`src/rtl/bda_pkg.sv`:
```
// Shared types for the bank-distinct allocator.
package bda_pkg;
    // Controller states: waiting for a request, or placing operands.
    typedef enum logic [0:0] {
        ST_IDLE = 1'b0,
        ST_PICK = 1'b1
    } alloc_state_e;
endpackage

```
`src/rtl/bda_bank_fifo.sv`:
```
// Free list for one bank.
// Holds register indices of bank BANK_ID in arrival order. At reset it is
// loaded with the bank's non-reserved registers in ascending order.
// Assumes BANK_SIZE is a power of two, at least 2. Only registers of this
// bank are ever pushed, and never while already present, so it cannot
// overflow.
module bda_bank_fifo #(
    parameter int                 NUM_REGS  = 16,
    parameter int                 BANK_SIZE = 4,
    parameter int                 BANK_ID   = 0,
    parameter int                 IDX_W     = 4,
    parameter logic [NUM_REGS-1:0] RESERVED = '0
) (
    input  logic             clk,
    input  logic             rst_n,
    input  logic             push,
    input  logic [IDX_W-1:0] push_idx,
    input  logic             pop,
    output logic [IDX_W-1:0] head_idx,
    output logic             nonempty
);
    localparam int PW = $clog2(BANK_SIZE);
    localparam int CW = $clog2(BANK_SIZE + 1);

    // Number of non-reserved registers in this bank.
    function automatic int init_count();
        int n;
        n = 0;
        for (int j = 0; j < BANK_SIZE; j++) begin
            if (!RESERVED[BANK_ID*BANK_SIZE + j]) n++;
        end
        return n;
    endfunction

    // The slot-th non-reserved register of this bank, in ascending order.
    function automatic logic [IDX_W-1:0] init_entry(int slot);
        int n;
        logic [IDX_W-1:0] r;
        n = 0;
        r = '0;
        for (int j = 0; j < BANK_SIZE; j++) begin
            if (!RESERVED[BANK_ID*BANK_SIZE + j]) begin
                if (n == slot) r = IDX_W'(BANK_ID*BANK_SIZE + j);
                n++;
            end
        end
        return r;
    endfunction

    localparam int INIT_CNT = init_count();

    logic [IDX_W-1:0] mem_q [BANK_SIZE];
    logic [PW-1:0]    rd_q;
    logic [PW-1:0]    wr_q;
    logic [CW-1:0]    cnt_q;

    // Storage, pointers and occupancy.
    always_ff @(posedge clk) begin
        if (!rst_n) begin
            for (int s = 0; s < BANK_SIZE; s++) mem_q[s] <= init_entry(s);
            rd_q  <= '0;
            wr_q  <= PW'(INIT_CNT % BANK_SIZE);
            cnt_q <= CW'(INIT_CNT);
        end else begin
            if (push) begin
                mem_q[wr_q] <= push_idx;
                wr_q        <= wr_q + 1'b1;
            end
            if (pop) rd_q <= rd_q + 1'b1;
            if (push && !pop)      cnt_q <= cnt_q + 1'b1;
            else if (!push && pop) cnt_q <= cnt_q - 1'b1;
        end
    end

    // Oldest entry and occupancy flag.
    assign head_idx = mem_q[rd_q];
    assign nonempty = (cnt_q != '0);
endmodule

```
`src/rtl/bda_bank_pick.sv`:
```
// Rotating-priority bank search.
// Finds the first bank, from start_bank upward and wrapping, whose avail bit
// is set. Assumes NUM_BANKS is a power of two, so index addition wraps on
// its own.
module bda_bank_pick #(
    parameter int NUM_BANKS = 4,
    parameter int BW        = 2
) (
    input  logic [BW-1:0]        start_bank,
    input  logic [NUM_BANKS-1:0] avail,
    output logic                 found,
    output logic [BW-1:0]        pick_bank
);
    // Scan from the far end so the nearest candidate is written last.
    always_comb begin
        found     = 1'b0;
        pick_bank = '0;
        for (int k = NUM_BANKS - 1; k >= 0; k--) begin
            if (avail[start_bank + BW'(k)]) begin
                found     = 1'b1;
                pick_bank = start_bank + BW'(k);
            end
        end
    end
endmodule

```
`src/rtl/bda_free_map.sv`:
```
// Free-register map.
// Tracks which registers are currently free, and filters releases so that
// only registers that are allocated and not reserved are returned. Assumes
// an allocated index is always one that is free.
module bda_free_map #(
    parameter int                  NUM_REGS = 16,
    parameter int                  IDX_W    = 4,
    parameter logic [NUM_REGS-1:0] RESERVED = '0
) (
    input  logic             clk,
    input  logic             rst_n,
    input  logic             rel_valid,
    input  logic [IDX_W-1:0] rel_idx,
    input  logic             alloc_valid,
    input  logic [IDX_W-1:0] alloc_idx,
    output logic             rel_accept
);
    logic [NUM_REGS-1:0] free_q;

    // A release counts only for a held, non-reserved register.
    assign rel_accept = rel_valid && !free_q[rel_idx] && !RESERVED[rel_idx];

    // Set on accepted release, clear on allocation.
    always_ff @(posedge clk) begin
        if (!rst_n) begin
            free_q <= ~RESERVED;
        end else begin
            if (rel_accept)  free_q[rel_idx]   <= 1'b1;
            if (alloc_valid) free_q[alloc_idx] <= 1'b0;
        end
    end
endmodule

```
`src/rtl/bank_distinct_alloc.sv`:
```
// Bank-distinct register allocator, top level.
// Accepts a request for 1 to MAX_OPS operands and places one operand per
// cycle. Every operand comes from a different bank. The search for operand k
// starts at the bank of operand k-1 (bank 0 for the first) and moves on to
// the next bank while the candidate bank is empty or already used. The block
// stalls when no bank qualifies. Assumes NUM_REGS and NUM_BANKS are powers
// of two, with MAX_OPS <= NUM_BANKS.
module bank_distinct_alloc #(
    parameter int                  NUM_REGS      = 16,
    parameter int                  NUM_BANKS     = 4,
    parameter int                  MAX_OPS       = 3,
    parameter logic [NUM_REGS-1:0] RESERVED_MASK = 16'h0001,
    localparam int                 IDX_W         = $clog2(NUM_REGS),
    localparam int                 OPC_W         = $clog2(MAX_OPS + 1)
) (
    input  logic                     clk,
    input  logic                     rst_n,
    input  logic                     req_valid,
    input  logic [OPC_W-1:0]         req_count,
    output logic                     req_ready,
    input  logic                     rel_valid,
    input  logic [IDX_W-1:0]         rel_idx,
    output logic                     done,
    output logic [MAX_OPS*IDX_W-1:0] out_idx,
    output logic [MAX_OPS-1:0]       out_valid
);
    import bda_pkg::*;

    localparam int BANK_SIZE = NUM_REGS / NUM_BANKS;
    localparam int LW        = $clog2(BANK_SIZE);
    localparam int BW        = $clog2(NUM_BANKS);
    localparam int OP_W      = (MAX_OPS > 1) ? $clog2(MAX_OPS) : 1;

    alloc_state_e     state_q;
    logic [OPC_W-1:0] cnt_q;
    logic [OPC_W-1:0] op_q;
    logic [NUM_BANKS-1:0] used_q;
    logic [BW-1:0]    prev_bank_q;
    logic [IDX_W-1:0] lane_q [MAX_OPS];
    logic             done_q;

    logic [NUM_BANKS-1:0] nonempty;
    logic [NUM_BANKS-1:0] push_vec;
    logic [NUM_BANKS-1:0] pop_vec;
    logic [IDX_W-1:0]     head [NUM_BANKS];
    logic [BW-1:0]        start_bank;
    logic [BW-1:0]        pick_bank;
    logic                 found;
    logic                 pick_ok;
    logic [IDX_W-1:0]     pick_idx;
    logic                 rel_accept;
    logic [BW-1:0]        rel_bank;

    // Filter releases against the free map.
    bda_free_map #(
        .NUM_REGS (NUM_REGS),
        .IDX_W    (IDX_W),
        .RESERVED (RESERVED_MASK)
    ) u_free (
        .clk         (clk),
        .rst_n       (rst_n),
        .rel_valid   (rel_valid),
        .rel_idx     (rel_idx),
        .alloc_valid (pick_ok),
        .alloc_idx   (pick_idx),
        .rel_accept  (rel_accept)
    );

    // Bank of a returned register: the upper index bits.
    assign rel_bank = rel_idx[IDX_W-1:LW];

    // One free list per bank.
    for (genvar b = 0; b < NUM_BANKS; b++) begin : g_bank
        assign push_vec[b] = rel_accept && (rel_bank == BW'(b));
        assign pop_vec[b]  = pick_ok && (pick_bank == BW'(b));

        bda_bank_fifo #(
            .NUM_REGS  (NUM_REGS),
            .BANK_SIZE (BANK_SIZE),
            .BANK_ID   (b),
            .IDX_W     (IDX_W),
            .RESERVED  (RESERVED_MASK)
        ) u_fifo (
            .clk      (clk),
            .rst_n    (rst_n),
            .push     (push_vec[b]),
            .push_idx (rel_idx),
            .pop      (pop_vec[b]),
            .head_idx (head[b]),
            .nonempty (nonempty[b])
        );
    end

    // The first operand searches from bank 0, later ones from the previous bank.
    assign start_bank = (op_q == '0) ? '0 : prev_bank_q;

    // Search for a non-empty bank not yet used by this instruction.
    bda_bank_pick #(
        .NUM_BANKS (NUM_BANKS),
        .BW        (BW)
    ) u_pick (
        .start_bank (start_bank),
        .avail      (nonempty & ~used_q),
        .found      (found),
        .pick_bank  (pick_bank)
    );

    assign pick_ok  = (state_q == ST_PICK) && found;
    assign pick_idx = head[pick_bank];

    // Request sequencing: accept, place operands one per cycle, pulse done.
    always_ff @(posedge clk) begin
        if (!rst_n) begin
            state_q     <= ST_IDLE;
            cnt_q       <= '0;
            op_q        <= '0;
            used_q      <= '0;
            prev_bank_q <= '0;
            done_q      <= 1'b0;
            for (int k = 0; k < MAX_OPS; k++) lane_q[k] <= '0;
        end else begin
            done_q <= 1'b0;
            case (state_q)
                ST_IDLE: begin
                    if (req_valid) begin
                        cnt_q   <= req_count;
                        op_q    <= '0;
                        used_q  <= '0;
                        state_q <= ST_PICK;
                    end
                end
                ST_PICK: begin
                    if (found) begin
                        lane_q[op_q[OP_W-1:0]] <= pick_idx;
                        used_q[pick_bank]      <= 1'b1;
                        prev_bank_q            <= pick_bank;
                        op_q                   <= op_q + 1'b1;
                        if (OPC_W'(op_q + 1'b1) == cnt_q) begin
                            done_q  <= 1'b1;
                            state_q <= ST_IDLE;
                        end
                    end
                end
                default: state_q <= ST_IDLE;
            endcase
        end
    end

    assign req_ready = (state_q == ST_IDLE);
    assign done      = done_q;

    // Output lanes and their valid bits.
    for (genvar k = 0; k < MAX_OPS; k++) begin : g_lane
        assign out_idx[k*IDX_W +: IDX_W] = lane_q[k];
        assign out_valid[k]              = done_q && (OPC_W'(k) < cnt_q);
    end
endmodule

```
`config.mk`:
```
export PLATFORM = sky130hd
export DESIGN_NAME = bank_distinct_alloc
export DESIGN_NICKNAME = d
export VERILOG_FILES = /design/src/rtl/bda_pkg.sv /design/src/rtl/bda_bank_fifo.sv /design/src/rtl/bda_bank_pick.sv /design/src/rtl/bda_free_map.sv /design/src/rtl/bank_distinct_alloc.sv
export SDC_FILE = /design/constraint.sdc
export NUM_CORES = 1
export LEC_CHECK = 0
export BUFFER_PORTS_ARGS = -buffer_cell sky130_fd_sc_hd__buf_2
export CAP_MARGIN = 20
export CORE_MARGIN = 4
export CORE_UTILIZATION = 39
export CTS_CLUSTER_DIAMETER = 30
export CTS_CLUSTER_SIZE = 16
export DETAILED_ROUTE_END_ITERATION = 6
export PLACE_DENSITY = 0.6
export SLEW_MARGIN = 30
export SYNTH_ARGS = -nofsm -noshare
export SYNTH_HDL_FRONTEND = slang
export SYNTH_HIERARCHICAL = 1
export SYNTH_SLANG_ARGS = --single-unit
```
`constraint.sdc`:
```
create_clock -name clk -period 6.54 [get_ports clk]
set_input_delay 0.654 -clock clk [delete_from_list [all_inputs] [get_ports clk]]
set_output_delay 0.654 -clock clk [all_outputs]
set_load 0.01 [all_outputs]
```
# ---- Word level (Yosys, flattened, before mapping)
# Memory sizes are Yosys's and may differ from the RTL's. A register that Yosys moved wholly into a read port is not among the register bits.
# Index checks and enable logic that the tools add are counted.
dict set report word_totals {
  mem_bits_rw 76
  memories 6
  mem_bits_ro 16
  wordCells 299
  inputBits 10
  regBits 56
  output_inout_bits 17
}
# memory depth width read_ports rd_clocked_by_memory_dff wr line_no
set mem_list {}
lappend mem_list {{(no name shown)} 16 1 1 0 0 bda_free_map.sv:21} ;# assign rel_accept = rel_valid && !free_q[rel_idx] && !RESERVED[rel_idx];
lappend mem_list {{g_bank[0].u_fifo.mem_q} 4 4 1 1 4 bda_bank_fifo.sv:52} ;# logic [IDX_W-1:0] mem_q [BANK_SIZE];
lappend mem_list {{g_bank[1].u_fifo.mem_q} 4 4 1 1 4 bda_bank_fifo.sv:52}
lappend mem_list {{g_bank[2].u_fifo.mem_q} 4 4 1 1 4 bda_bank_fifo.sv:52}
lappend mem_list {{g_bank[3].u_fifo.mem_q} 4 4 1 1 4 bda_bank_fifo.sv:52}
lappend mem_list {lane_q 3 4 3 0 3 bank_distinct_alloc.sv:39} ;# logic [IDX_W-1:0] lane_q [MAX_OPS];
dict set report op_classes {
  n_reduce_logical 58
  mux 154
  n_eq_ne 18
  order_cmp 14
  bitwise_logic 8
  n_addsub 22
}
# operator count
set op_table {}
lappend op_table {{$eq 32x3->1 const B} 6}
lappend op_table {{$mux 4} 43}
lappend op_table {{$eq 32x2->1 const B} 3}
lappend op_table {{$logic_not 32->1} 3}
lappend op_table {{$mux 32} 3}
lappend op_table {{$mux 2} 34}
lappend op_table {{$add 32x2->32 const B} 2}
lappend op_table {{$mux 3} 17}
lappend op_table {{$mux 16} 3}
lappend op_table {{$mux 1} 42}
lappend op_table {{$logic_and 1x1->1} 25}
lappend op_table {{$add 2x1->2 const B} 10}
lappend op_table {{$reduce_or 4->1} 5}
lappend op_table {{$and 16x16->16} 1}
lappend op_table {{$not 16->16} 1}
lappend op_table {{$or 16x16->16} 1}
lappend op_table {{$lt 2x3->1 const B} 5}
lappend op_table {{$add 3x1->3 const B} 4}
lappend op_table {{$reduce_bool 3->1} 4}
lappend op_table {{$sub 3x1->3 const B} 4}
lappend op_table {{$logic_not 1->1} 10}
lappend op_table {{$lt 4x5->1 const B} 2}
lappend op_table {{$bmux 1 s2} 4}
lappend op_table {{$bmux 4 s2} 1}
lappend op_table {{26 further kinds} 41}

# ---- Longest topological paths before layout
# Gate-level depths: netlist of the first run.
dict set report depth {
  depth_word 20
  ltp_mapped 15
  depth_no_buf 14
}

# ---- Modules after synthesis
# The synthesis of the first run kept the hierarchy.
# module n_inst seq_area_each_um2 cells_each area_each_um2
set modules_own_cells {}
lappend modules_own_cells {{bda_bank_fifo (g_bank[1].u_fifo ...)} 2 660.6 83 1097.3}
lappend modules_own_cells {bank_distinct_alloc 1 600.6 108 1196.1}
lappend modules_own_cells {{bda_bank_fifo (g_bank[3].u_fifo)} 1 660.6 85 1143.6}
lappend modules_own_cells {{bda_bank_fifo (g_bank[0].u_fifo)} 1 660.6 83 1094.8}
lappend modules_own_cells {bda_free_map 1 300.3 95 770.7}
lappend modules_own_cells {bda_bank_pick 1 0.0 13 77.6}

# ---- Worst setup path before layout of the first run
# No wires, ideal clock.
dict set report synth_timing {
  kind {in2reg}
  startpoint {input rel_idx[1]}
  endpoint {register g_bank[1].u_fifo.cnt_q[2]}
  slack_ns 3.385
  path_stages 13
  n_path_buf 1
  setup_time_ns 0.062
  required_ns 6.478
  t_arrival_ns 3.093
  path_cell_list {buf_2 mux4_2 nand3b_1 nand3_1 a31oi_1 nand2_1 nor2_1 ha_1 inv_1 fa_1 xor2_1 or3_1 nand3_1}
}
dict set report synth_via {
  elab_chain_cells 9
  word_cells_on_any_way 14
  cone_classes {4 x mux; 9 x reduce/logical; 1 x memory}
}
# element line_no
set synth_rtl {}
lappend synth_rtl {{from (decl)} bank_distinct_alloc.sv:22} ;# input logic [IDX_W-1:0] rel_idx,
lappend synth_rtl {{$bmux 1 s4} bda_free_map.sv:21}
lappend synth_rtl {{$mux 1 (not written as such)} bda_free_map.sv:21}
lappend synth_rtl {{$logic_not 1->1} bda_free_map.sv:21}
lappend synth_rtl {{$logic_and 1x1->1} bda_free_map.sv:21}
lappend synth_rtl {{$logic_and 1x1->1 *} bda_free_map.sv:21}
lappend synth_rtl {{net rel_accept} bank_distinct_alloc.sv:51} ;# logic rel_accept;
lappend synth_rtl {{$logic_and 1x1->1 *} bank_distinct_alloc.sv:74} ;# assign push_vec[b] = rel_accept && (rel_bank == BW'(b));
lappend synth_rtl {{net push_vec[1]} bank_distinct_alloc.sv:43} ;# logic [NUM_BANKS-1:0] push_vec;
lappend synth_rtl {{$logic_not 1->1} bda_bank_fifo.sv:71} ;# else if (!push && pop) cnt_q <= cnt_q - 1'b1;
lappend synth_rtl {{$logic_and 1x1->1} bda_bank_fifo.sv:71}
lappend synth_rtl {{$reduce_bool 2->1 (no source line)} -}
lappend synth_rtl {{to (signal assigned)} bda_bank_fifo.sv:63} ;# cnt_q <= CW'(INIT_CNT);
lappend synth_rtl {{to (signal assigned)} bda_bank_fifo.sv:70} ;# if (push && !pop) cnt_q <= cnt_q + 1'b1;
lappend synth_rtl {{to (signal assigned)} bda_bank_fifo.sv:71}
lappend synth_rtl {{to (decl)} bda_bank_fifo.sv:55} ;# logic [CW-1:0] cnt_q;
# The timed path passes the listed nets; every way through them passes the cells marked *. The select of a mux whose other input is x is not followed.
# A chain may end at the register's enable or synchronous reset.

# ---- Worst setup path after layout of the first run
dict set report layout_timing {
  startpoint {input rel_idx[1]}
  endpoint {register g_bank[2].u_fifo.cnt_q[2]}
}
dict set report layout_via {
  elab_chain_cells 9
  word_cells_on_any_way 14
  cone_classes {4 x mux; 9 x reduce/logical; 1 x memory}
}
# element line_no
set layout_rtl {}
lappend layout_rtl {{$bmux 1 s4} bda_free_map.sv:21}
lappend layout_rtl {{$mux 1 (not written as such)} bda_free_map.sv:21}
lappend layout_rtl {{$logic_not 1->1} bda_free_map.sv:21}
lappend layout_rtl {{$logic_and 1x1->1} bda_free_map.sv:21}
lappend layout_rtl {{$logic_and 1x1->1 *} bda_free_map.sv:21}
lappend layout_rtl {{net rel_accept} bank_distinct_alloc.sv:51}
lappend layout_rtl {{$logic_and 1x1->1 *} bank_distinct_alloc.sv:74}
lappend layout_rtl {{net push_vec[2]} bank_distinct_alloc.sv:43}
lappend layout_rtl {{$logic_not 1->1} bda_bank_fifo.sv:71}
lappend layout_rtl {{$logic_and 1x1->1} bda_bank_fifo.sv:71}
lappend layout_rtl {{$reduce_bool 2->1 (no source line)} -}
lappend layout_rtl {{to (signal assigned)} bda_bank_fifo.sv:63}
lappend layout_rtl {{to (signal assigned)} bda_bank_fifo.sv:70}
lappend layout_rtl {{to (signal assigned)} bda_bank_fifo.sv:71}
lappend layout_rtl {{to (decl)} bda_bank_fifo.sv:55}
# Marked as above.

==> flow_summary_export.csv, run 1 <==
group,metric,value,unit
synthesis,synthTopCellsByCount,"edfxtp_1 (76), dfxtp_1 (63), and2_1 (47)",
grt,grt_pass1_vias,4220,
synthesis,synth_cells,550,
sta,rsz0062_at_grt,"no",
sta,finalHoldViolCount,0,
synthesis,ys_async_sr_fraction,0,%
grt,gr-total-overflow,0,
worst_setup_path,startpoint_type,"input pin",
power,p_per_area,284,mW/mm^2
run,drv_cap,0,
clocking,cts_tree,"yes",
clocking,cts_sinks,139,
die,std_cell_rows,46,
power,p_total,2100,uW
placement,dpl.hpwl,8.96,mm
cells_and_area,stdcell_count,807,
sta,min_period,3.87,ns
synthesis,synth-seq-area-share,54.7,%
placement,dpl-instance-area,0.00679,mm^2
placement,dp.cells,776,
synthesis,yosys.area.top_type,"edfxtp_1",
power,seqPwrFrac,46.3,%
synthesis,ys_warn_count,6,
die,coreArea,0.0161,mm^2
routing,drcViolationCount,0,
cells_and_area,seq_area,0.00354,mm^2
cells_and_area,drive_above_1_share,14.6,%
sta,post-route-period-util,59.2,%
routing,viasPerCell,5.13,
clocking,cts_buffers,17,
power,p_int,1610,uW
worst_setup_path,end_kind,"flop",
power,power_leakage,0.00265,uW
synthesis,yosys.cell_count.top_type,"edfxtp_1",
clocking,clkLatencyLatePin,0.42,ns
synthesis,synth.distinct_cells,45,
placement,gp_congestion,0.801,
worst_setup_path,cpPeakStageDelay,0.61,ns
sta,setup_tns,0,ns
worst_setup_path,crit_required,6.89,ns
sta,tightest_slew,0.783,ns
synthesis,synth_edf_count,76,
cells_and_area,final_area,0.00738,mm^2
sta,slew_viol_final,0,
power,p_clk_share,45.4,%
grt,grt_pass1_wl,21.5,mm
clocking,cts_root_buf,"clkbuf_16",
die,initial_utilization,40.3,%
synthesis,postSynthAreaPerCell,11.8,um^2
worst_setup_path,crit_path_top_delay_cell,"nor2_1",
cells_and_area,n_antenna_cell,0,
cells_and_area,area_growth,13.9,%
routing,wl_per_cell,16.3,um
power,switching_share,23.2,%
power,switchingPower,486,uW
sta,finalSetupViolCount,0,
routing,drt-total-wl,13.2,mm
clocking,hold_buffers,0,
grt,grt_usage,15.2,%
routing,drt_iter0_markers,308,
sta,finalWorstSetupSlack,2.67,ns
synthesis,yosys-top-cells-area,"edfxtp_1 (35%), dfxtp_1 (19%), mux4_2 (4.9%)",
power,power_frac_comb,8.3,%
outcome,status,"completed",
routing,postRouteAntennaNets,0,
clocking,cts.clk_slew.worst_paths,0.06,ns
hold_path,hold_class,"flop to flop",
die,dieArea,0.0187,mm^2
routing,dr.pass1.iters,4,
power,ir_drop,0.000166,V
die,chipHeight,137,um
sta,fin_skew,0.00714,ns
die,die_x,137,um
sta,slew_headroom,47.7,%
worst_setup_path,worst-r2r-setup-slack,2.86,ns
cells_and_area,fill_cells,1480,
grt,grt_antenna_before_repair,0,
synthesis,synth_ff_type,"edfxtp_1",
worst_setup_path,worstPathArrival,4.23,ns
die,ioPinCount,27,
routing,vias,4136,
clocking,cts_resized,0,
synthesis,postSynthRegisterBits,139,
synthesis,synth_fp_nets,571,
worst_setup_path,crit_type,"input pin to flop",
cells_and_area,nets,600,
clocking,cts_buffer_depth,2,
clocking,cts_setup_buffers,0,
synthesis,synth_top_area_share,35.2,%
sta,fmax,258,MHz
clocking,htreeDepth,4,
placement,place_ws,2.00,ns
worst_setup_path,worstPathCellList,"buf_2 > mux4_2 > nor2_1 > a31oi_1 > a31oi_1 > nand2_1 > nor2_1 > ha_1 > inv_1 > fa_1 > xor2_1 > or3_1 > nand3_1",
cells_and_area,multi_input_comb_area,0.00280,mm^2
placement,io_buffers,26,
grt,grt_max_degree,49,
synthesis,syn_area,0.00648,mm^2
worst_setup_path,cp_max_fo,27,
through the flow:
stage,hold slack [ns],util [%]
2_1_floorplan,0.437,-
5_1_grt,0.492,46.0
4_1_cts,0.475,45.9
3_3_place_gp,0.451,42.3
6_report,0.468,46.0
3_5_place_dp,0.462,42.3
area by class of cell:
cell class              count  share of cell area [%]
clock buffers              19                    5.87
flip-flops and latches    139                    48.0
repair buffers             27                    1.86
clock inverters            12                    2.03
well taps                 216                    3.66
multi-input cells         381                    37.9
inverters                  13                   0.661
sequential cells by signal, indices dropped and copies added, names as in the netlist, named ones only:
| register | cells |
|---|---|
| done | 1 |
| used_q | 4 |
| g_bank.u_fifo/wr_q | 8 |
| lane_q | 12 |
| state_q | 1 |
| g_bank.u_fifo/mem_q | 64 |
| g_bank.u_fifo/rd_q | 8 |
| u_free/free_q | 15 |
| cnt_q | 2 |
| g_bank.u_fifo/cnt_q | 12 |
| op_q | 2 |
| prev_bank_q | 2 |
layout by cell type (no fill, tap or decap), types with 3 or more instances in the layout:
cell type and instances:
nor2_1 43, a21oi_1 12, and3_2 3, nor3b_1 5
or2_1 8, nor2b_1 16, o21ai_0 32, dfxtp_1 63
a31oi_1 8, fa_1 4, nand2b_1 13, mux4_1 8
bufinv_16 3, clkbuf_16 17, ha_1 7, nand3b_1 4
nand2_1 40, xor2_1 14, clkinvlp_4 3, edfxtp_1 76
or2_2 4, and2_1 47, or3_1 22, mux2i_1 13
mux4_2 14, nand3_1 11, inv_1 13, clkinv_2 4
xnor2_1 12, and3_1 22, buf_2 26
critical path: cells and delay by family:
kind / cells / cell delay, ns
adders and majority gates: 2 / 0.67
and+or+nand+nor: 5 / 1.19
xor gates and xnor gates: 1 / 0.16
buffers and inverters: 2 / 0.51
AOI/OAI and AO/OA: 2 / 0.46
muxes: 1 / 0.57
layer usage:
| metal | vias to the layer above | track usage, % | wire, um |
|---|---|---|---|
| met2 | 109 | 24.6 | 6320 |
| met4 | 0 | 5.21 | 189 |
| met1 | 1986 | 19.5 | 5890 |
| met3 | 14 | 4.60 | 769 |
| met5 | - | 0 | 0 |
| li1 | 2027 | - | - |
path summary, 6_finish.rpt:
kind                                  from                        end  cells after the start
worst max register to register     op_q[0]  g_bank[0].u_fifo/cnt_q[2]                     14
worst max-delay path            rel_idx[1]  g_bank[2].u_fifo/cnt_q[2]                     13
worst min register to register   used_q[1]                  used_q[1]                      2
worst min-delay path             used_q[1]                  used_q[1]                      2
cells by family after synthesis:
logic type / count (synthesis) / synth area share [%]
AND/OR/NAND/NOR: 251 / 21.9
flip-flops: 139 / 54.7
AO/OA/AOI/OAI: 58 / 5.00
multiplexers: 35 / 10.1
buffers and inverters: 30 / 2.18
XOR/XNOR: 26 / 3.52
adder cells (fa/ha/maj): 11 / 2.59
power by group through the flow:
stage / Combinational, uW / Clock [uW] / Sequential [uW]
2_1_floorplan: 118 / 0 / 985
3_3_place_gp: 168 / 0 / 988
3_5_place_dp: 173 / 0 / 989
4_1_cts: 174 / 969 / 971
5_1_grt: 192 / 1010 / 975
6_report: 173 / 952 / 971
No activity file was read; power rests on OpenSTA's default activity.
==> run 2, diff against run 1 <==
--- a/config.mk
+++ b/config.mk
@@ -5,6 +5,7 @@
 export SDC_FILE = /design/constraint.sdc
 export NUM_CORES = 1
 export LEC_CHECK = 0
+export ABC_AREA = 1
 export BUFFER_PORTS_ARGS = -buffer_cell sky130_fd_sc_hd__buf_2
 export CAP_MARGIN = 20
 export CORE_MARGIN = 4
==> constraint.sdc (replaced) <==
create_clock -name clk -period 3.95 [get_ports clk]
set_input_delay 0.395 -clock clk [delete_from_list [all_inputs] [get_ports clk]]
set_output_delay 0.395 -clock clk [all_outputs]
set_load 0.01 [all_outputs]
==> flow_summary_export.csv, run 2 <==
group,metric,value,unit
grt,grt_antenna_before_repair,0,
grt,gr-total-overflow,0,
worst_setup_path,crit_required,4.27,ns
worst_setup_path,worst-r2r-setup-slack,0.54,ns
die,chipHeight,143,um
synthesis,yosys.area.top_type,"edfxtp_1",
synthesis,postSynthAreaPerCell,8.08,um^2
synthesis,synth_cells,875,
clocking,cts_buffer_depth,2,
worst_setup_path,cpMostUsedCell,"inv_1",
clocking,cts_resized,0,
sta,fmax,293,MHz
cells_and_area,seq_area,0.00354,mm^2
routing,wl_per_cell,13.8,um
worst_setup_path,cpPeakStageDelay,0.41,ns
synthesis,synth-seq-area-share,50.1,%
cells_and_area,final_common_cell,"nand2_1",
worst_setup_path,r2r_start,"op_q[0]",
hold_path,hold_class,"input pin to flop",
power,p_total,3710,uW
die,ioPinCount,27,
worst_setup_path,crit_type,"flop to flop",
outcome,status,"completed",
routing,viasPerCell,4.84,
clocking,cts_buffers,17,
die,initial_utilization,40.3,%
synthesis,synth_edf_count,76,
clocking,cts_tree,"yes",
power,power_leakage,0.00348,uW
clocking,clkLatencyLatePin,0.42,ns
worst_setup_path,crit_path_top_delay_cell,"fa_1",
synthesis,syn_area,0.00707,mm^2
hold_path,min_from,"req_valid",
synthesis,synth-compound-area-share,7.47,%
sta,fin_skew,0.00831,ns
placement,dpl.hpwl,11.4,mm
worst_setup_path,crit_family,"simple AND/OR/NAND/NOR gates",
sta,slew_headroom,55.1,%
synthesis,synth_fp_nets,896,
synthesis,ys_async_sr_fraction,0,%
routing,vias,5551,
routing,drt_iter0_markers,407,
synthesis,synthTopCellsByCount,"nand2_1 (208), nor2_1 (136), inv_1 (121)",
cells_and_area,final_core_util,45.6,%
cells_and_area,n_antenna_cell,0,
sta,slew_viol_final,0,
clocking,cts_root_buf,"clkbuf_16",
synthesis,yosys-top-cells-area,"edfxtp_1 (32%), dfxtp_1 (18%), nand2_1 (11%)",
synthesis,yosys.cell_count.top_type,"nand2_1",
synthesis,synth_ff_type,"edfxtp_1",
worst_setup_path,worstPathArrival,3.73,ns
synthesis,synthMuxAreaShare,0,%
sta,rsz0062_at_grt,"no",
power,p_per_area,463,mW/mm^2
routing,drcViolationCount,0,
synthesis,postSynthRegisterBits,139,
routing,drt-total-wl,15.8,mm
cells_and_area,multi_input_comb_area,0.00284,mm^2
synthesis,synth_top_family_by_area,"simple AND/OR/NAND/NOR gates",
synthesis,synth_top_area_share,32.3,%
hold_path,min_to,"state_q",
grt,grt_pass1_wl,26.1,mm
routing,dr.pass1.iters,5,
clocking,htreeDepth,4,
run,drv_cap,0,
routing,postRouteAntennaNets,0,
placement,gp_congestion,0.812,
cells_and_area,layout_common_cells,"nand2_1 (208), nor2_1 (136), inv_1 (121)",
sta,min_period,3.41,ns
placement,io_buffers,26,
sta,post-route-period-util,86.4,%
synthesis,synth.distinct_cells,36,
sta,finalHoldViolCount,0,
die,std_cell_rows,48,
cells_and_area,fill_cells,1769,
sta,tightest_slew,0.673,ns
cells_and_area,largest_reg_flops,64,
synthesis,yosys.area_share.simple,30.1,%
clocking,cts.clk_slew.worst_paths,0.06,ns
grt,grt_max_degree,34,
worst_setup_path,worstPathCellList,"inv_1 > ha_1 > nor2_1 > buf_4 > inv_1 > nand2_1 > and2_4 > nand2_2 > nand2_2 > clkinv_2 > nand3_1 > nand2_1 > nor2_1 > nand2_1 > inv_1 > inv_1 > ha_1 > inv_1 > fa_1 > o21ai_0 > nor2_1",
worst_setup_path,end_kind,"flop",
synthesis,ys_warn_count,6,
hold_path,worstHoldPathCells,3,
worst_setup_path,regToRegEndpoint,"g_bank[2].u_fifo/cnt_q[1]",
worst_setup_path,cp_max_fo,13,
worst_setup_path,critPathBufInv,7,
die,dieArea,0.0204,mm^2
cells_and_area,nets,929,
clocking,hold_buffers,0,
sta,setup_tns,0,ns
clocking,cts_setup_buffers,0,
synthesis,synthAdderAreaFrac,2.37,%
power,ir_drop,0.000345,V
grt,grt_usage,16.4,%
cells_and_area,regMostFlops,"g_bank.u_fifo/mem_q",
sta,finalSetupViolCount,0,
clocking,cts_sinks,139,
cells_and_area,area_growth,13.1,%
die,coreArea,0.0175,mm^2
cells_and_area,drive_above_1_share,16.1,%
worst_setup_path,startpoint_type,"flop",
grt,grt_pass1_vias,5375,
die,die_x,143,um
worst_setup_path,reg2reg_depth,21,
cells_and_area,reg.largest.list,"g_bank.u_fifo/mem_q x64, u_free/free_q x15",
synthesis,synth-xor-area-share,0.248,%
==> run 2: per-stage QoR <==
| step | cells | worst slack [ns] | cell area, um^2 | hold WS, ns |
|---|---|---|---|---|
| 3_3_place_gp | 1114 | 0.579 | 7390 | 0.427 |
| 2_1_floorplan | 875 | 0.949 | 7070 | 0.412 |
| 3_5_place_dp | 1114 | 0.494 | 7390 | 0.444 |
| 5_1_grt | 1146 | 0.0220 | 8000 | 0.252 |
| 6_report | 1146 | 0.536 | 8000 | 0.252 |
| 4_1_cts | 1146 | 0.479 | 8000 | 0.240 |
==> run 2: worst max-delay path by stage <==
stage | from | endpoint | slack, ns | depth (start not counted)
after floorplan | op_q[0] | g_bank[3].u_fifo/cnt_q[1] | 0.95 | 19
after global placement | op_q[0] | g_bank[2].u_fifo/cnt_q[1] | 0.58 | 21
after detailed placement | op_q[0] | g_bank[2].u_fifo/cnt_q[1] | 0.49 | 21
after CTS | op_q[0] | g_bank[2].u_fifo/cnt_q[1] | 0.48 | 21
after global routing | op_q[0] | u_free/free_q[7] | 0.02 | 21
final | op_q[0] | g_bank[2].u_fifo/cnt_q[1] | 0.54 | 21
==> run 2: cells by family (layout without fill, tap and decap cells) <==
family / after synthesis / after routing
XOR/XNOR: 2 / 2
buffers and inverters: 160 / 206
AND/OR/NAND/NOR: 465 / 465
AO/OA/AOI/OAI: 98 / 98
flip-flops: 139 / 139
adder cells (fa/ha/maj): 11 / 11
==> run 2: worst register-to-register path, cell delays in order, from the launching register on <==
cell      delay (ns)
dfxtp_1         0.39
inv_1           0.10
ha_1            0.24
nor2_1          0.11
buf_4           0.18
inv_1           0.10
nand2_1         0.08
and2_4          0.14
nand2_2         0.05
nand2_2         0.08
clkinv_2        0.05
nand3_1         0.07
nand2_1         0.30
nor2_1          0.25
nand2_1         0.08
inv_1           0.15
inv_1           0.06
ha_1            0.19
inv_1           0.09
fa_1            0.41
o21ai_0         0.15
nor2_1          0.05
==> run 2: area by class of cell <==
class                           count  area share (%)
Tap cell                          225            3.52
Clock buffer                       20            5.97
Inverter                          141            6.74
Timing Repair Buffer               33            2.28
Sequential cell                   139            44.3
Clock inverter                     12            1.69
Multi-Input combinational cell    576            35.5
==> run 2: routing by layer <==
| layer | vias up | global-route usage [%] | part of all wire, % |
|---|---|---|---|
| li1 | 2863 | - | - |
| met1 | 2572 | 20.4 | 46 |
| met2 | 100 | 28.1 | 49 |
| met3 | 16 | 4.42 | 4.4 |
| met4 | 0 | 4.55 | 0.98 |
| met5 | - | 0 | 0 |
==> run 2: where the power goes <==
part	internal, uW	switching, uW	total, uW
clock	1010	636	1640
combinational	127	316	443
sequential	1580	39.7	1620
==> run 3, diff against run 2 <==
--- a/config.mk
+++ b/config.mk
@@ -7,13 +7,14 @@
 export LEC_CHECK = 0
 export ABC_AREA = 1
 export BUFFER_PORTS_ARGS = -buffer_cell sky130_fd_sc_hd__buf_2
-export CAP_MARGIN = 20
+export CELL_PAD_IN_SITES_DETAIL_PLACEMENT = 1
+export CELL_PAD_IN_SITES_GLOBAL_PLACEMENT = 1
 export CORE_MARGIN = 4
 export CORE_UTILIZATION = 39
 export CTS_CLUSTER_DIAMETER = 30
 export CTS_CLUSTER_SIZE = 16
 export DETAILED_ROUTE_END_ITERATION = 6
-export PLACE_DENSITY = 0.6
+export PLACE_DENSITY = 0.73
 export SLEW_MARGIN = 30
 export SYNTH_ARGS = -nofsm -noshare
 export SYNTH_HDL_FRONTEND = slang
==> flow_summary_export.csv, run 3 (synthesized netlist as in run 2, its figures left out) <==
group,metric,value,unit
die,initial_utilization,40.3,%
worst_setup_path,cp_max_fo,9,
die,die_x,143,um
routing,vias,5716,
sta,rsz0062_at_grt,"no",
sta,tightest_slew,0.673,ns
power,switching_share,26.1,%
clocking,cts_resized,0,
clocking,cts_root_buf,"clkbuf_16",
cells_and_area,largest_reg_flops,64,
routing,postRouteAntennaNets,0,
power,p_clk_share,45.0,%
worst_setup_path,startpoint_type,"flop",
cells_and_area,area_growth,14.1,%
die,coreArea,0.0175,mm^2
worst_setup_path,critPathBufInv,7,
routing,drt_iter0_markers,291,
cells_and_area,drive_above_1_share,16.4,%
sta,finalSetupViolCount,0,
sta,fin_skew,0.00964,ns
cells_and_area,reg.largest.list,"g_bank.u_fifo/mem_q x64, u_free/free_q x15",
worst_setup_path,crit_required,4.26,ns
power,seqPwrFrac,42.4,%
grt,grt_pass1_vias,5979,
routing,viasPerCell,4.96,
placement,dpl-instance-area,0.00743,mm^2
sta,slew_viol_final,0,
sta,min_period,3.60,ns
routing,drcViolationCount,0,
clocking,cts.clk_slew.worst_paths,0.06,ns
die,dieArea,0.0204,mm^2
cells_and_area,nets,935,
run,drv_cap,0,
worst_setup_path,end_kind,"flop",
placement,dpl.hpwl,13.4,mm
outcome,status,"completed",
clocking,cts_buffer_depth,2,
routing,dr.pass1.iters,4,
hold_path,min_from,"req_valid",
clocking,htreeDepth,4,
sta,fmax,278,MHz
worst_setup_path,worstPathCellList,"inv_1 > ha_1 > nor2_1 > buf_4 > nand2_2 > and2_4 > nand2_2 > nand2_2 > clkinv_2 > nand2_1 > nand2_1 > nand2_1 > buf_4 > nor2_1 > nand2_1 > inv_1 > inv_1 > ha_1 > inv_1 > fa_1 > o21ai_0 > nor2_1",
power,switchingPower,997,uW
die,ioPinCount,27,
sta,setup_tns,0,ns
clocking,cts_tree,"yes",
sta,hold_ws,0.260,ns
power,ir_drop,0.000291,V
clocking,clkLatencyLatePin,0.42,ns
cells_and_area,regMostFlops,"g_bank.u_fifo/mem_q",
placement,io_buffers,26,
grt,grt_antenna_before_repair,0,
grt,grt_usage,18.9,%
sta,slew_headroom,54.7,%
worst_setup_path,r2r_start,"op_q[0]",
clocking,cts_setup_buffers,0,
power,p_int,2830,uW
cells_and_area,layout_common_cells,"nand2_1 (208), nor2_1 (136), inv_1 (121)",
worst_setup_path,crit_start,"op_q[0]",
clocking,cts_sinks,139,
routing,drt-total-wl,18.0,mm
hold_path,hold_class,"input pin to flop",
worst_setup_path,crit_type,"flop to flop",
power,power_leakage,0.00352,uW
grt,grt_pass1_wl,30.1,mm
grt,grt_max_degree,24,
cells_and_area,final_area,0.00807,mm^2
power,p_per_area,474,mW/mm^2
die,std_cell_rows,48,
cells_and_area,n_antenna_cell,0,
sta,finalHoldViolCount,0,
clocking,cts_buffers,17,
worst_setup_path,worstPathArrival,3.91,ns
worst_setup_path,crit_family,"simple AND/OR/NAND/NOR gates",
sta,post-route-period-util,91.2,%
power,power_frac_comb,12.6,%
placement,gp_congestion,0.827,
worst_setup_path,crit_path_top_delay_cell,"fa_1",
grt,gr-total-overflow,0,
die,chipHeight,143,um
worst_setup_path,cpPeakStageDelay,0.42,ns
routing,wl_per_cell,15.6,um
cells_and_area,final_common_cell,"nand2_1",
clocking,hold_buffers,0,
-- run 3: cell types whose count changed in the layout (fill, tap and decap cells not counted), sizes merged --
cell,delta
buf,+6
bufinv,+2
clkbuf,+2
inv,-1
clkinv,-3
-- run 3: metrics by stage --
stage / setup slack, ns / std cells / total power, uW / util, %
3_5_place_dp: 0.410 / 1120 / 2130 / 42.4
2_1_floorplan: 0.949 / 875 / 1980 / -
3_3_place_gp: 0.528 / 1120 / 2120 / 42.4
6_report: 0.349 / 1152 / 3820 / 46.0
5_1_grt: 0.00946 / 1152 / 4010 / 46.0
4_1_cts: 0.330 / 1152 / 3870 / 46.0
-- run 3: worst paths after layout --
check	end	slack [ns]	depth (start not counted)
worst max register to register	g_bank[2].u_fifo/cnt_q[1]	0.35	22
worst min-delay path	state_q	0.26	3
worst min register to register	used_q[1]	0.46	2
worst max-delay path	g_bank[2].u_fifo/cnt_q[1]	0.35	22
-- run 3: area by class of cell --
type / instances / area [um^2]
Clock inverter: 10 / 163
Timing Repair Buffer: 39 / 228
Inverter: 141 / 539
Clock buffer: 22 / 474
Fill cell: 2160 / 9470
Tap cell: 225 / 282
Multi-Input combinational cell: 576 / 2840
Sequential cell: 139 / 3540
-- run 3: power by group through the flow --
stage | Clock (uW) | Sequential [uW] | Combinational, uW
2_1_floorplan | 0 | 1640 | 336
3_3_place_gp | 0 | 1650 | 464
3_5_place_dp | 0 | 1650 | 479
4_1_cts | 1760 | 1620 | 484
5_1_grt | 1840 | 1630 | 543
6_report | 1720 | 1620 | 481
-- run 3: tightest hold or removal path: cells and delay by family --
kind / cells / cell delay, ns
AO/OA/AOI/OAI: 1 / 0.07
buffers and inverters: 1 / 0.08
AND/OR/NAND/NOR: 1 / 0.09
-- run 3: routing by layer --
metal	wire, um	vias up	track usage [%]
met5	0	-	0
met4	352	0	7.00
met3	570	24	3.11
met2	8940	80	32.7
met1	8160	2746	23.9
li1	-	2866	-
